==> config.mk <==
export PLATFORM = sky130hd
export DESIGN_NAME = rd_prefetch_ctrl
export DESIGN_NICKNAME = d
export VERILOG_FILES = /design/src/rtl/pfb_pkg.sv /design/src/rtl/pfb_store.sv /design/src/rtl/pfb_match.sv /design/src/rtl/rd_prefetch_ctrl.sv
export SDC_FILE = /design/constraint.sdc
export NUM_CORES = 1
export LEC_CHECK = 0
export CAP_MARGIN = 20
export CORE_MARGIN = 3
export CORE_UTILIZATION = 50
export CTS_BUF_LIST = sky130_fd_sc_hd__clkbuf_16
export CTS_CLUSTER_SIZE = 16
export DETAILED_ROUTE_END_ITERATION = 7
export GPL_ROUTABILITY_DRIVEN = 0
export GPL_TIMING_DRIVEN = 1
export PLACE_DENSITY = 0.69
export SYNTH_ARGS = -nofsm -noshare
export SYNTH_HDL_FRONTEND = slang
export SYNTH_HIERARCHICAL = 1
export SYNTH_SLANG_ARGS = --single-unit
export TNS_END_PERCENT = 10
==> constraint.sdc <==
create_clock -name clk -period 7.83 [get_ports clk]
set_input_delay 1.9575 -clock clk [delete_from_list [all_inputs] [get_ports clk]]
set_output_delay 1.9575 -clock clk [all_outputs]
set_load 0.005 [all_outputs]
==> src/rtl/pfb_pkg.sv <==
package pfb_pkg;

    typedef enum logic [2:0] {
        ST_IDLE   = 3'd0,
        ST_SINGLE = 3'd1,
        ST_FILL   = 3'd2,
        ST_POST   = 3'd3,
        ST_SERVE  = 3'd4,
        ST_RET1   = 3'd5
    } pf_state_e;

    localparam logic [1:0] SZ_BYTE   = 2'd0;
    localparam logic [1:0] SZ_HALF   = 2'd1;
    localparam logic [1:0] SZ_LINE16 = 2'd2;

endpackage

==> src/rtl/pfb_store.sv <==
module pfb_store #(
    parameter int DW    = 32,
    parameter int WORDS = 16,
    localparam int IDX_W = $clog2(WORDS)
) (
    input  logic             clk,
    input  logic             rst_n,
    input  logic             clr,
    input  logic             set_en,
    input  logic [IDX_W-1:0] set_idx,
    input  logic [DW-1:0]    set_data,
    input  logic [IDX_W-1:0] rd_idx,
    output logic [DW-1:0]    rd_data,
    output logic [WORDS-1:0] valid_mask
);

    logic [WORDS-1:0] valid_d, valid_q;
    logic [DW-1:0]    mem_q [WORDS];

    always_comb begin
        valid_d = valid_q;
        if (set_en) valid_d[set_idx] = 1'b1;
        if (clr)    valid_d = '0;
    end

    always_ff @(posedge clk) begin
        if (!rst_n) valid_q <= '0;
        else        valid_q <= valid_d;
    end

    for (genvar g = 0; g < WORDS; g++) begin : g_word
        always_ff @(posedge clk) begin
            if (set_en && (set_idx == IDX_W'(g))) mem_q[g] <= set_data;
        end
    end

    assign rd_data    = mem_q[rd_idx];
    assign valid_mask = valid_q;

endmodule

==> src/rtl/pfb_match.sv <==
module pfb_match
    import pfb_pkg::*;
#(
    parameter int AW          = 32,
    parameter int DW          = 32,
    parameter int WORDS       = 16,
    parameter int BURST_WORDS = 4,
    localparam int BYTE_W = $clog2(DW / 8),
    localparam int IDX_W  = $clog2(WORDS),
    localparam int OFF_W  = IDX_W + BYTE_W,
    localparam int TAG_W  = AW - OFF_W,
    localparam int CNT_W  = $clog2(BURST_WORDS + 1)
) (
    input  logic [AW-1:0]    addr,
    input  logic [1:0]       size,
    input  logic [TAG_W-1:0] tag,
    input  logic             tag_ok,
    input  logic [WORDS-1:0] valid,
    output logic             hit,
    output logic [IDX_W-1:0] first,
    output logic [CNT_W-1:0] nwords
);

    localparam logic [IDX_W-1:0] BMASK = ~IDX_W'(BURST_WORDS - 1);

    logic [IDX_W-1:0] idx;
    logic [IDX_W:0]   lo, hi;
    logic [WORDS-1:0] need;

    assign idx    = addr[OFF_W-1:BYTE_W];
    assign first  = (size == SZ_LINE16) ? (idx & BMASK) : idx;
    assign nwords = (size == SZ_LINE16) ? CNT_W'(BURST_WORDS) : CNT_W'(1);
    assign lo     = {1'b0, first};
    assign hi     = lo + (IDX_W + 1)'(nwords);

    for (genvar g = 0; g < WORDS; g++) begin : g_need
        assign need[g] = ((IDX_W + 1)'(g) >= lo) && ((IDX_W + 1)'(g) < hi);
    end

    assign hit = tag_ok && (addr[AW-1:OFF_W] == tag) && ((need & ~valid) == '0);

endmodule

==> src/rtl/rd_prefetch_ctrl.sv <==
module rd_prefetch_ctrl
    import pfb_pkg::*;
#(
    parameter int AW          = 32,
    parameter int DW          = 32,
    parameter int WORDS       = 16,
    parameter int BURST_WORDS = 4
) (
    input  logic          clk,
    input  logic          rst_n,
    input  logic          req_valid,
    output logic          req_ready,
    input  logic [AW-1:0] req_addr,
    input  logic [1:0]    req_size,
    input  logic          req_pref,
    input  logic          req_guarded,
    output logic          req_rearb,
    output logic          resp_valid,
    output logic [DW-1:0] resp_data,
    output logic          resp_last,
    output logic          pci_start,
    output logic [AW-1:0] pci_addr,
    output logic          pci_burst,
    input  logic          pci_beat_valid,
    input  logic [DW-1:0] pci_beat_data,
    input  logic          pci_disc,
    input  logic          pci_retry,
    input  logic          pci_lat_to,
    input  logic          wr_seen
);

    localparam int BYTE_W = $clog2(DW / 8);
    localparam int IDX_W  = $clog2(WORDS);
    localparam int OFF_W  = IDX_W + BYTE_W;
    localparam int TAG_W  = AW - OFF_W;
    localparam int CNT_W  = $clog2(BURST_WORDS + 1);

    typedef struct packed {
        pf_state_e       st;
        logic [AW-1:0]   paddr;
        logic [1:0]      psize;
        logic [TAG_W-1:0] tag;
        logic            tag_ok;
        logic            stale;
        logic [IDX_W-1:0] fcnt;
        logic [IDX_W-1:0] sidx;
        logic [CNT_W-1:0] srem;
        logic [DW-1:0]   sdata;
        logic            start;
        logic [AW-1:0]   saddr;
        logic            sburst;
        logic            rearb;
    } ctl_t;

    ctl_t c_d, c_q;

    logic             clr, set_en;
    logic [DW-1:0]    rd_data;
    logic [WORDS-1:0] vmask;
    logic [AW-1:0]    m_addr;
    logic [1:0]       m_size;
    logic             m_tag_ok, hit;
    logic [IDX_W-1:0] first;
    logic [CNT_W-1:0] nwords;
    logic             fill_end;
    logic             unused_grd;

    assign unused_grd = req_guarded;

    assign m_addr   = (c_q.st == ST_POST) ? c_q.paddr : req_addr;
    assign m_size   = (c_q.st == ST_POST) ? c_q.psize : req_size;
    assign m_tag_ok = c_q.tag_ok && !((c_q.st == ST_FILL) && c_q.stale);

    pfb_match #(.AW(AW), .DW(DW), .WORDS(WORDS), .BURST_WORDS(BURST_WORDS)) match_i (
        .addr   (m_addr),
        .size   (m_size),
        .tag    (c_q.tag),
        .tag_ok (m_tag_ok),
        .valid  (vmask),
        .hit    (hit),
        .first  (first),
        .nwords (nwords)
    );

    pfb_store #(.DW(DW), .WORDS(WORDS)) store_i (
        .clk        (clk),
        .rst_n      (rst_n),
        .clr        (clr),
        .set_en     (set_en),
        .set_idx    (c_q.fcnt),
        .set_data   (pci_beat_data),
        .rd_idx     (c_q.sidx),
        .rd_data    (rd_data),
        .valid_mask (vmask)
    );

    assign fill_end = pci_retry || pci_disc || pci_lat_to ||
                      (pci_beat_valid && (c_q.fcnt == IDX_W'(WORDS - 1)));

    always_comb begin
        c_d       = c_q;
        c_d.start = 1'b0;
        c_d.rearb = 1'b0;
        clr       = 1'b0;
        set_en    = 1'b0;

        if (wr_seen && (c_q.st != ST_FILL)) begin
            clr        = 1'b1;
            c_d.tag_ok = 1'b0;
        end

        case (c_q.st)
            ST_IDLE: begin
                if (req_valid) begin
                    if (hit) begin
                        c_d.st   = ST_SERVE;
                        c_d.sidx = first;
                        c_d.srem = nwords - CNT_W'(1);
                    end else begin
                        clr       = 1'b1;
                        c_d.start = 1'b1;
                        c_d.paddr = req_addr;
                        c_d.psize = req_size;
                        c_d.stale = 1'b0;
                        c_d.fcnt  = '0;
                        if (req_pref) begin
                            c_d.st     = ST_FILL;
                            c_d.saddr  = {req_addr[AW-1:OFF_W], {OFF_W{1'b0}}};
                            c_d.sburst = 1'b1;
                            c_d.tag    = req_addr[AW-1:OFF_W];
                            c_d.tag_ok = 1'b1;
                        end else begin
                            c_d.st     = ST_SINGLE;
                            c_d.saddr  = {req_addr[AW-1:BYTE_W], {BYTE_W{1'b0}}};
                            c_d.sburst = 1'b0;
                            c_d.tag_ok = 1'b0;
                        end
                    end
                end
            end
            ST_FILL: begin
                if (wr_seen) c_d.stale = 1'b1;
                if (req_valid && !hit) c_d.rearb = 1'b1;
                if (pci_beat_valid) begin
                    set_en   = 1'b1;
                    c_d.fcnt = c_q.fcnt + IDX_W'(1);
                end
                if (fill_end) begin
                    c_d.st = ST_POST;
                    if (c_q.stale || wr_seen) begin
                        clr        = 1'b1;
                        c_d.tag_ok = 1'b0;
                    end
                end
            end
            ST_POST: begin
                c_d.stale = 1'b0;
                if (hit) begin
                    c_d.st   = ST_SERVE;
                    c_d.sidx = first;
                    c_d.srem = nwords - CNT_W'(1);
                end else begin
                    c_d.st    = ST_IDLE;
                    c_d.rearb = 1'b1;
                end
            end
            ST_SERVE: begin
                if (c_q.srem == '0) begin
                    c_d.st = ST_IDLE;
                end else begin
                    c_d.sidx = c_q.sidx + IDX_W'(1);
                    c_d.srem = c_q.srem - CNT_W'(1);
                end
            end
            ST_SINGLE: begin
                if (pci_beat_valid) begin
                    c_d.sdata = pci_beat_data;
                    c_d.st    = ST_RET1;
                end else if (pci_retry) begin
                    c_d.st    = ST_IDLE;
                    c_d.rearb = 1'b1;
                end
            end
            ST_RET1: c_d.st = ST_IDLE;
            default: c_d.st = ST_IDLE;
        endcase
    end

    always_ff @(posedge clk) begin
        if (!rst_n) begin
            c_q    <= '0;
            c_q.st <= ST_IDLE;
        end else begin
            c_q <= c_d;
        end
    end

    assign req_ready  = (c_q.st == ST_IDLE) || ((c_q.st == ST_FILL) && !hit);
    assign req_rearb  = c_q.rearb;
    assign resp_valid = (c_q.st == ST_SERVE) || (c_q.st == ST_RET1);
    assign resp_data  = (c_q.st == ST_RET1) ? c_q.sdata : rd_data;
    assign resp_last  = (c_q.st == ST_RET1) || ((c_q.st == ST_SERVE) && (c_q.srem == '0));
    assign pci_start  = c_q.start;
    assign pci_addr   = c_q.saddr;
    assign pci_burst  = c_q.sburst;

    assert_single_one_word_R1: assert property (@(posedge clk) disable iff (!rst_n)
        (c_q.st == ST_RET1) |=> !resp_valid);
    assert_start_pulse_R2: assert property (@(posedge clk) disable iff (!rst_n)
        pci_start |=> !pci_start);
    assert_burst_aligned_R2: assert property (@(posedge clk) disable iff (!rst_n)
        (pci_start && pci_burst) |-> (pci_addr[OFF_W-1:0] == '0));
    assert_serve_quiet_R4: assert property (@(posedge clk) disable iff (!rst_n)
        resp_valid |-> !pci_start);
    assert_rearb_nodata_R5: assert property (@(posedge clk) disable iff (!rst_n)
        req_rearb |-> !resp_valid);
    assert_write_clears_R7: assert property (@(posedge clk) disable iff (!rst_n)
        (wr_seen && (c_q.st != ST_FILL)) |=> (vmask == '0));
    assert_stale_drop_R8: assert property (@(posedge clk) disable iff (!rst_n)
        ((c_q.st == ST_FILL) && c_q.stale && fill_end) |=> (vmask == '0));

endmodule

Word level (Yosys, flattened, before mapping)
Memories as Yosys holds them, arrays and structs flattened. A register that Yosys moved wholly into a read port is not among the register bits.
Cells that the tools add are included.

storage, ports and cells
  output and inout port bits = 70
  RAM bits = 512
  input port bits = 76
  register bits after elaboration = 159
  memories = 1
  word-level logic and storage cells = 297

operators by class
  $lt $le $gt $ge = 34
  reductions and logical operators = 82
  equal/unequal tests = 31
  mux-type cells = 124
  bitwise gates (word level) = 5
  add/sub/neg operators = 5

memory list
  name           depth  bits a word  rd ports  clocked after Yosys merged registers in  wr ports  RTL line         source
  store_i.mem_q  16     32           1         1                                        1         pfb_store.sv:18  logic [DW-1:0] mem_q [WORDS];

operators by type and width
  operator                                                                             number
  32-bit 2-to-1 mux                                                                    17
  32-bit OR reduction                                                                  15
  76-bit 2-to-1 mux                                                                    1
  4-bit 2-to-1 mux                                                                     18
  66-bit 2-to-1 mux                                                                    1
  1-bit 2-to-1 mux                                                                     64
  1-bit logical AND                                                                    42
  4-bit by 5-bit less-than comparator with 1-bit output (first input constant)         8
  34-bit 2-to-1 mux                                                                    1
  4-bit equality test (second input constant)                                          8
  4-bit greater-or-equal comparator (first input constant)                             8
  26-bit equality test                                                                 1
  26-bit 2-to-1 mux                                                                    1
  3-bit 2-to-1 mux                                                                     7
  7-bit 2-to-1 mux                                                                     3
  7-bit one-hot mux with 3 select lines                                                1
  3-bit by 5-bit less-than comparator with 1-bit output (first input constant)         4
  16-bit bitwise AND                                                                   1
  4-bit by 3-bit equality test with 1-bit output (second input constant)               4
  3-bit by 4-bit greater-or-equal comparator with 1-bit output (first input constant)  4
  16-bit logical NOT                                                                   1
  16-bit NOT                                                                           1
  16-bit OR                                                                            1
  4-bit AND reduction                                                                  4
  34 further kinds                                                                     65

Longest topological paths before layout
Gate-level depths: netlist (run 1).

  depth in word-level cells = 21
  depth in mapped cells = 24

Hierarchy
The synthesis (run 1) kept the hierarchy.

by module, submodules not included
  module            area an instance (sq um)  cells each  instances
  pfb_store         19,648.8                  841         1
  rd_prefetch_ctrl  5,960.7                   691         1
  pfb_match         893.4                     122         1

Worst setup path after synthesis (run 1)
OpenSTA, ideal clock, no wires.

  path type = input to output
  from = input port req_size[0]
  to = output port req_ready
  cell stages on the path = 13
  data arrival time = 4.883 ns
  data required time = 5.872 ns
  slack = 0.989 ns
  cell sequence = mux2_2 nand2b_4 buf_2 and2_1 ha_1 clkbuf_1 mux2_1 a221o_1 a2111oi_0 and4_1 buf_2 clkbuf_1 a211oi_1

on the way
  longest elaborated chain between the ends = 12
  elaborated cells on any way between the ends = 59

ends and longest elaborated chain
  element                                                                              RTL line                 source
  start: declaration                                                                   rd_prefetch_ctrl.sv:14   input logic [1:0] req_size,
  2-bit 2-to-1 mux (*)                                                                 rd_prefetch_ctrl.sv:71   assign m_size = (c_q.st == ST_POST) ? c_q.psize : req_size;
  2-bit equality test (*)                                                              pfb_match.sv:32          assign nwords = (size == SZ_LINE16) ? CNT_W'(BURST_WORDS) : CNT_W'(1);
  3-bit 2-to-1 mux (*)                                                                 pfb_match.sv:32
  named net nwords[0]                                                                  rd_prefetch_ctrl.sv:64   logic [CNT_W-1:0] nwords;
  4-bit by 3-bit adder with 5-bit output (*)                                           pfb_match.sv:34          assign hi = lo + (IDX_W + 1)'(nwords);
  1-bit by 5-bit less-than comparator with 1-bit output, or another cell as far along  pfb_match.sv:37          assign need[g] = ((IDX_W + 1)'(g) >= lo) && ((IDX_W + 1)'(g) < hi);
  1-bit logical AND                                                                    pfb_match.sv:37
  16-bit bitwise AND (*)                                                               pfb_match.sv:40          assign hit = tag_ok && (addr[AW-1:OFF_W] == tag) && ((need & ~valid) == '0);
  16-bit logical NOT (*)                                                               pfb_match.sv:40
  1-bit logical AND (*)                                                                pfb_match.sv:40
  named net hit                                                                        rd_prefetch_ctrl.sv:62   logic m_tag_ok, hit;
  1-bit logical NOT (*)                                                                rd_prefetch_ctrl.sv:198  assign req_ready = (c_q.st == ST_IDLE) || ((c_q.st == ST_FILL) && !hit);
  1-bit logical AND (*)                                                                rd_prefetch_ctrl.sv:198
  1-bit logical OR (*)                                                                 rd_prefetch_ctrl.sv:198
  end: declaration                                                                     rd_prefetch_ctrl.sv:12   output logic req_ready,

The timed path passes the listed nets; every way through them passes the cells marked *.

Final worst setup path (run 1)
  from = input port req_size[1]
  to = output port req_ready

on the way
  longest elaborated chain between the ends = 12
  elaborated cells on any way between the ends = 59

ends and longest elaborated chain
  element                                                                              RTL line                 source
  2-bit 2-to-1 mux (*)                                                                 rd_prefetch_ctrl.sv:71
  named net m_size[1]                                                                  rd_prefetch_ctrl.sv:61   logic [1:0] m_size;
  2-bit equality test (*)                                                              pfb_match.sv:32
  3-bit 2-to-1 mux (*)                                                                 pfb_match.sv:32
  named net nwords[0]                                                                  rd_prefetch_ctrl.sv:64
  4-bit by 3-bit adder with 5-bit output (*)                                           pfb_match.sv:34
  1-bit by 5-bit less-than comparator with 1-bit output, or another cell as far along  pfb_match.sv:37
  1-bit logical AND                                                                    pfb_match.sv:37
  16-bit bitwise AND (*)                                                               pfb_match.sv:40
  16-bit logical NOT (*)                                                               pfb_match.sv:40
  1-bit logical AND (*)                                                                pfb_match.sv:40
  named net hit                                                                        rd_prefetch_ctrl.sv:62
  1-bit logical NOT (*)                                                                rd_prefetch_ctrl.sv:198
  1-bit logical AND (*)                                                                rd_prefetch_ctrl.sv:198
  1-bit logical OR (*)                                                                 rd_prefetch_ctrl.sv:198

Marks and branches as above.

==> flow_summary.yaml, run 1 <==
timing:
  max_freq_ghz: 0.133
  tightest_slew_ns: 1.08
  slew_viol_final: 0
  rsz0062_at_grt: "no"
  setup_viol: 0
  period_needed_ns: 7.53
  fin_tns_setup_ns: 0
  skew_ns: 0.0207
  maxSlewHeadroom: 0.277
  holdWs_ns: 0.461
  timing.final.crit_share: 0.961
  finalHoldViolations: 0
global_routing:
  globalRoute.totalOverflow: 0
  grt_antenna_before_repair: 3
  grt_max_degree: 73
  grt_use_total: 0.217
  grt_pass1_wl_um: 91600
  grt_pass1_vias: 15100
cells_and_area:
  fin_nets: 1841
  fin_area_um2: 30400
  drive_gt1_frac: 0.213
  instances_no_fill: 2486
  fillerInstances: 3856
  area_growth_pct: 15.2
die:
  dieArea_um2: 55600
  io_pins: 146
  num_rows: 83
  initial_core_util: 0.510
  core-area_um2: 51800
  die_height_um: 236
  die_w_um: 236
clocking:
  clkLatencyLatePin_ns: 0.59
  root_buffer: "clkbuf_16"
  ctsHoldBuffers: 0
  cts_buffers: 67
  post-cts-setup-buffer-count: 0
  ctsResizeCount: 0
  clock_path_buffers: 3
  clk_pin_slew_ns: 0.06
  htree_levels: 3
  cts_tree: "yes"
  clock_sinks: 641
setup_path:
  required_ns: 5.87
  critPathCapture: "req_ready"
  reg2reg_from: "c_q[142]"
  crit_type: "in -> out"
  startpoint_type: "primary input"
  cp.arrival_ns: 5.57
  r2r_slack_ns: 2.44
  reg2reg_to: "c_q[97]"
  rr_worst_depth: 18
  crit_fanout: 14
  critPathCaptureType: "primary output"
  startpoint: "req_size[1]"
placement:
  port_buffers: 140
  place.detailed.hpwl_um: 33400
  dp_cells: 2369
  dpl_cell_area_um2: 28400
synthesis:
  syn_inst: 1644
  synth_warnings: 6
  synth_area_um2: 26400
  syn_area_per_cell_um2: 16.1
run:
  drv_cap: 0
route:
  final_antenna_net_count: 0
  viasPerCell: 5.95
  first_iter_violations: 1262
  wirelength_um: 60000
  num_vias: 14800
  wl_per_cell_um: 24.1
  post-route-drc-count: 0
  dr.pass1.iters: 5
worst_hold_path:
  hold_path.class: "reg -> reg"
power:
  irDropWorstVdd_uv: 150
  p_total_mw: 7.20
  powerDensity_nw_per_um2: 237
  p_leak_nw: 9.66
outcome:
  status: "complete, no violations"
## layer usage
layer,global-route usage,vias to the layer above,share of wire
li1,-,6568,-
met1,0.298,7508,0.41
met2,0.346,588,0.48
met3,0.0474,117,0.081
met4,0.0725,2,0.026
met5,0,-,0.00020
## layout by cell type (no fill, tap or decap), types with 8 or more instances in the layout
cell               n
a21boi_0          57
a21boi_1          20
a21boi_2          19
a21oi_1           11
a22oi_1           64
buf_4             40
clkbuf_16         68
clkdlybuf4s50_1  139
clkinv_1          13
clkinv_2           9
dfxtp_1          127
edfxtp_1         512
inv_1             22
mux2_2            65
mux4_2           128
nand2_1          235
nand2b_1           8
nand3_1           16
nand4_1           10
nor2_1            16
nor2_4            13
nor2b_1           10
nor3_1             9
o21a_1            20
o21ai_0           13
xnor2_1           19
xor2_1            11
## worst min-delay path by stage
stage,cells after the start,startpoint,end,slack [ns]
global placement,2,c_q[107],c_q[107],0.44
detailed placement,1,store_i/valid_mask[2],store_i/valid_mask[2],0.46
global route,1,store_i/valid_mask[12],store_i/valid_mask[12],0.48
floorplan,1,store_i/valid_mask[1],store_i/valid_mask[1],0.43
CTS,2,c_q[107],c_q[107],0.46
finish,2,c_q[107],c_q[107],0.46
## power breakdown
group	switching (mW)	internal, mW
clock	1.26	1.71
sequential	0.0336	3.72
combinational	0.266	0.214
total	1.56	5.64
## state kept, by name (all words and copies together) (netlist names)
register / count
store_i/mem_q: 512
c_q: 105
store_i/valid_mask: 16
pci_addr: 5
pci_burst: 1
pci_start: 1
req_rearb: 1
## critical path, stage by stage
cell and delay, ns:
clkdlybuf4s50_1 0.43, mux2_2 0.31, nand2b_4 0.17, inv_2 0.09, ha_1 0.47, xnor2_2 0.31, o21ai_0 0.17, nand2b_1 0.18
or3_1 0.33, a311oi_1 0.23, and4_1 0.26, a211oi_1 0.09, clkdlybuf4s50_1 0.56
## stage by stage
step | util | setup slack [ns]
after global placement | 0.548 | 0.364
final | 0.587 | 0.305
after CTS | 0.587 | 0.328
after global routing | 0.587 | 0.0794
after floorplan | - | 0.989
after detailed placement | 0.548 | 0.369
## final cells by class
class	count	area, µm²	share of cell area
Timing Repair Buffer	180	1710	0.0563
Sequential cell	641	18000	0.590
Clock buffer	68	1700	0.0559
Inverter	10	37.5	0.00123
Antenna cell	1	2.50	0.0000822
Multi-Input combinational cell	858	7820	0.257
Tap cell	680	851	0.0280
Clock inverter	48	337	0.0111
Power figures use the tool's default switching activity.
==> run 2: changes to the inputs <==
--- a/config.mk
+++ b/config.mk
@@ -13,7 +13,7 @@
 export DETAILED_ROUTE_END_ITERATION = 7
 export GPL_ROUTABILITY_DRIVEN = 0
 export GPL_TIMING_DRIVEN = 1
-export PLACE_DENSITY = 0.69
+export PLACE_DENSITY = 0.71
 export SYNTH_ARGS = -nofsm -noshare
 export SYNTH_HDL_FRONTEND = slang
 export SYNTH_HIERARCHICAL = 1
==> constraint.sdc (replaced) <==
create_clock -name clk -period 6.9 [get_ports clk]
set_input_delay 1.725 -clock clk [delete_from_list [all_inputs] [get_ports clk]]
set_output_delay 1.725 -clock clk [all_outputs]
set_load 0.005 [all_outputs]
==> run 2 against run 1 <==
Power grew 15%. Combinational power grew 16%. Clock skew grew 0.0098 ns. First-iteration DRC count is the same. Sequential power grew 14%. Critical path depth is the same. Utilization grew 0.39 points. Clock-buffer cell count grew 1. Register-to-register slack lost 0.51 ns. Clock power grew 18%. Largest power group unchanged.
==> flow_summary.yaml, run 2 (synthesis results as in run 1) <==
timing:
  finalHoldViolations: 0
  period_needed_ns: 6.47
  timing.final.crit_share: 0.938
  maxSlewHeadroom: 0.253
  fin_ws_ns: 0.426
  fin_tns_setup_ns: 0
  tightest_slew_ns: 1.12
  rsz0062_at_grt: "no"
  setup_viol: 0
  slew_viol_final: 0
  max_freq_ghz: 0.154
  skew_ns: 0.0305
cells_and_area:
  final_common_cell: "edfxtp_1"
  fillerInstances: 3832
  largest_register: "store_i/mem_q"
  instances_no_fill: 2502
  fin_nets: 1850
  area_growth_pct: 16.0
  fin_area_um2: 30600
  layout_common_cells: "512 x edfxtp_1, 235 x nand2_1, 138 x clkdlybuf4s50_1"
  drive_gt1_frac: 0.218
  largest_reg_flops: 512
setup_path:
  critPathCaptureType: "primary output"
  crit_type: "in -> out"
  crit_fanout: 7
  startpoint_type: "primary input"
  required_ns: 5.18
  cp.arrival_ns: 4.75
clocking:
  cts_buffers: 67
  cts_tree: "yes"
  clkLatencyLatePin_ns: 0.60
  root_buffer: "clkbuf_16"
  clock_path_buffers: 3
  ctsHoldBuffers: 0
  htree_levels: 3
  clk_pin_slew_ns: 0.06
  clock_sinks: 641
  post-cts-setup-buffer-count: 0
power:
  p_leak_nw: 9.78
  irDropWorstVdd_uv: 174
  p_total_mw: 8.31
  powerDensity_nw_per_um2: 271
die:
  num_rows: 83
  dieArea_um2: 55600
  initial_core_util: 0.510
  die_w_um: 236
  die_height_um: 236
  core-area_um2: 51800
  io_pins: 146
placement:
  place.detailed.hpwl_um: 34000
  dp_cells: 2378
  pre_cts_ws_ns: 0.00723
  port_buffers: 140
  dpl_cell_area_um2: 28500
outcome:
  status: "complete, no violations"
run:
  drv_cap: 0
route:
  num_vias: 14900
  viasPerCell: 5.95
  post-route-drc-count: 0
  final_antenna_net_count: 0
  first_iter_violations: 1262
  wirelength_um: 60800
  dr.pass1.iters: 5
  wl_per_cell_um: 24.3
worst_hold_path:
  hold_path.class: "reg -> reg"
global_routing:
  grt_pass1_vias: 15100
  grt_use_total: 0.219
  grt_antenna_before_repair: 3
  globalRoute.totalOverflow: 0
  grt_max_degree: 69
  grt_pass1_wl_um: 93300
-- run 2: per-stage QoR --
stage	hold WS, ns	utilization
global placement	0.439	0.549
detailed placement	0.454	0.549
global route	0.476	0.591
CTS	0.465	0.591
finish	0.461	0.591
floorplan	0.432	-
-- run 2: power breakdown --
part | switching [mW] | total (mW) | internal (mW) | leakage (nW)
Sequential | 0.0338 | 4.26 | 4.22 | 5.65
Clock | 1.45 | 3.50 | 2.05 | 1.11
Combinational | 0.307 | 0.555 | 0.248 | 3.02
Total | 1.79 | 8.31 | 6.52 | 9.78
-- run 2: layer usage --
metal / GRT usage / vias to the layer above / share of wire / wire (µm)
met4: 0.0579 / 4 / 0.023 / 1380
met5: 0 / - / 0.00041 / 25
met1: 0.303 / 7579 / 0.41 / 25200
met3: 0.0514 / 103 / 0.080 / 4830
met2: 0.353 / 605 / 0.48 / 29300
li1: - / 6588 / - / -
-- run 2: area by class of cell --
type / instances / area (µm²) / share of cell area
Inverter: 10 / 37.5 / 0.00123
Multi-Input combinational cell: 858 / 7830 / 0.256
Tap cell: 680 / 851 / 0.0278
Timing Repair Buffer: 189 / 1780 / 0.0582
Sequential cell: 641 / 18000 / 0.587
Antenna cell: 1 / 2.50 / 0.0000817
Clock buffer: 69 / 1730 / 0.0564
Clock inverter: 54 / 434 / 0.0142
-- run 2: path summary, 6_finish.rpt --
| path | cells after the start | start | endpoint | slack, ns |
|---|---|---|---|---|
| worst max register to register | 18 | c_q[141] | c_q[96] | 1.93 |
| worst max-delay path | 13 | req_size[1] | req_ready | 0.43 |
| worst min register to register | 2 | c_q[52] | c_q[52] | 0.46 |
| worst min-delay path | 2 | c_q[52] | c_q[52] | 0.46 |
-- run 2: what timing repair did --
item | in CTS | in global routing
setup endpoints to repair | 1 | 1
resized for setup | 1 | 3
pin swaps | 0 | 1
-- run 2: critical path, cell delays in order --
cell and delay, ns:
clkdlybuf4s50_1 0.42, mux2_2 0.30, nand2b_4 0.12, inv_2 0.05, ha_1 0.40, buf_4 0.20, a31oi_4 0.19, xnor2_1 0.15
or3_1 0.40, a311oi_1 0.22, and4_1 0.28, a211oi_1 0.09, dlymetal6s2s_1 0.20
==> run 3: changes to the inputs <==
--- a/config.mk
+++ b/config.mk
@@ -13,7 +13,7 @@
 export DETAILED_ROUTE_END_ITERATION = 7
 export GPL_ROUTABILITY_DRIVEN = 0
 export GPL_TIMING_DRIVEN = 1
-export PLACE_DENSITY = 0.71
+export PLACE_DENSITY = 0.69
 export SYNTH_ARGS = -nofsm -noshare
 export SYNTH_HDL_FRONTEND = slang
 export SYNTH_HIERARCHICAL = 1
==> constraint.sdc (replaced) <==
create_clock -name clk -period 6.25 [get_ports clk]
set_input_delay 1.5625 -clock clk [delete_from_list [all_inputs] [get_ports clk]]
set_output_delay 1.5625 -clock clk [all_outputs]
set_load 0.005 [all_outputs]
==> run 3 against run 2 <==
Utilization up 0.20 points. First-iteration DRC count shrank 0.40%. Clock power increased by 8.0%. Hold slack better by 0.00094 ns. Global-route usage shrank 0.17 points. Via count shrank 0.24%. Largest power group unchanged. Register-to-register slack got worse by 0.25 ns. Clock skew down 0.0026 ns.
==> flow_summary.yaml, run 3 (synthesis results as in run 1) <==
outcome:
  status: "complete, no violations"
cells_and_area:
  final_common_cell: "edfxtp_1"
  fin_area_um2: 30700
  largest_register: "store_i/mem_q"
  instances_no_fill: 2514
  n_antenna_cell: 0
  multi_input_area_um2: 7850
  drive_gt1_frac: 0.226
  final_core_util: 0.593
  layout_common_cells: "512 x edfxtp_1, 234 x nand2_1, 138 x clkdlybuf4s50_1"
  seq_area_um2: 18000
  fillerInstances: 3815
  fin_nets: 1865
  area_growth_pct: 16.4
  largest_reg_flops: 512
die:
  die_w_um: 236
  core-area_um2: 51800
  num_rows: 83
  dieArea_um2: 55600
  die_height_um: 236
  io_pins: 146
  initial_core_util: 0.510
setup_path:
  critPathCaptureType: "primary output"
  slowest_stage: "clkdlybuf4s50_1"
  crit_fanout: 6
  r2r_slack_ns: 1.68
  crit_type: "in -> out"
  crit_path_max_incr_delay_ns: 0.42
  required_ns: 4.69
  cp.arrival_ns: 4.51
  path_cells: "clkdlybuf4s50_1 > mux2_2 > nand2b_4 > and2_1 > ha_2 > buf_4 > o221ai_1 > a221oi_1 > a32oi_1 > and4_1 > a211oi_1 > clkdlybuf4s15_1"
  startpoint_type: "primary input"
clocking:
  cts_buffers: 67
  root_buffer: "clkbuf_16"
  cts_tree: "yes"
  clkLatencyLatePin_ns: 0.59
  clk_pin_slew_ns: 0.06
  clock_sinks: 641
  htree_levels: 3
  post-cts-setup-buffer-count: 0
  clock_path_buffers: 3
  ctsHoldBuffers: 0
global_routing:
  grt_antenna_before_repair: 1
  grt_use_total: 0.217
  globalRoute.totalOverflow: 0
  grt_pass1_vias: 15200
  grt_pass1_wl_um: 92500
  grt_max_degree: 60
route:
  wirelength_um: 60500
  first_iter_violations: 1257
  viasPerCell: 5.90
  num_vias: 14800
  dr.pass1.iters: 5
  wl_per_cell_um: 24.1
  post-route-drc-count: 0
  final_antenna_net_count: 0
timing:
  tightest_slew_ns: 1.11
  period_needed_ns: 6.07
  setup_viol: 0
  skew_ns: 0.0279
  finalHoldViolations: 0
  maxSlewHeadroom: 0.257
  slew_viol_final: 0
  timing.final.crit_share: 0.971
  rsz0062_at_grt: "no"
  fin_tns_setup_ns: 0
  max_freq_ghz: 0.165
power:
  p_leak_nw: 9.82
  p_total_mw: 9.12
  irDropWorstVdd_uv: 204
  powerDensity_nw_per_um2: 297
placement:
  dpl_cell_area_um2: 28600
  place.detailed.hpwl_um: 35200
  port_buffers: 140
  dp_cells: 2393
worst_hold_path:
  hold_path.class: "reg -> reg"
run:
  drv_cap: 0
[run 3: cell types whose count changed in the layout (fill, tap and decap cells not counted), moves of 2 or more]
cell / before / now
bufinv_16: 6 / 4
clkinv_2: 9 / 12
inv_1: 23 / 21
buf_4: 49 / 61
buf_12: 1 / 4
[run 3: per-stage QoR]
stage	hold WS [ns]	worst slack, ns
2_1_floorplan	0.432	0.199
3_3_place_gp	0.440	-0.117
3_5_place_dp	0.456	-0.154
4_1_cts	0.465	0.0786
5_1_grt	0.484	0.0237
6_report	0.462	0.179
[run 3: area by class of cell]
cell class / instances / share of cell area
sequential: 641 / 0.585
multi-input combinational: 858 / 0.256
timing repair buffer: 204 / 0.0628
clock buffer: 70 / 0.0570
tap: 680 / 0.0277
clock inverter: 51 / 0.0112
inverter: 10 / 0.00122
[run 3: where the power goes]
part	internal, mW	switching [mW]	total (mW)
Combinational	0.287	0.348	0.636
Clock	2.19	1.59	3.78
Sequential	4.66	0.0359	4.70
Total	7.14	1.98	9.12
[run 3: critical path: cells and delay by family]
kind            cells  cell delay, ns
compound gates      4            0.89
fa+ha+maj           1            0.35
buf+inv             3            0.85
mux                 1            0.28
simple gates        3            0.56
[run 3: routing by layer]
layer / vias up / GRT usage / wire length, µm
met1: 7582 / 0.299 / 25200
met3: 107 / 0.0551 / 4930
met4: 2 / 0.0719 / 1590
met5: - / 0 / 13
met2: 540 / 0.342 / 28800
li1: 6613 / - / -
[run 3: repair_timing]
item                                    in CTS  in global routing
cloned                                       0                  0
pin swaps                                    1                  1
endpoints found under the setup margin       1                  1
gates resized for setup                      2                  7
[run 3: final timing paths]
kind	start	endpoint	cells after the start
max	req_size[0]	req_ready	12
min	c_q[44]	c_q[44]	2
max reg2reg	c_q[142]	c_q[75]	15
min reg2reg	c_q[44]	c_q[44]	2
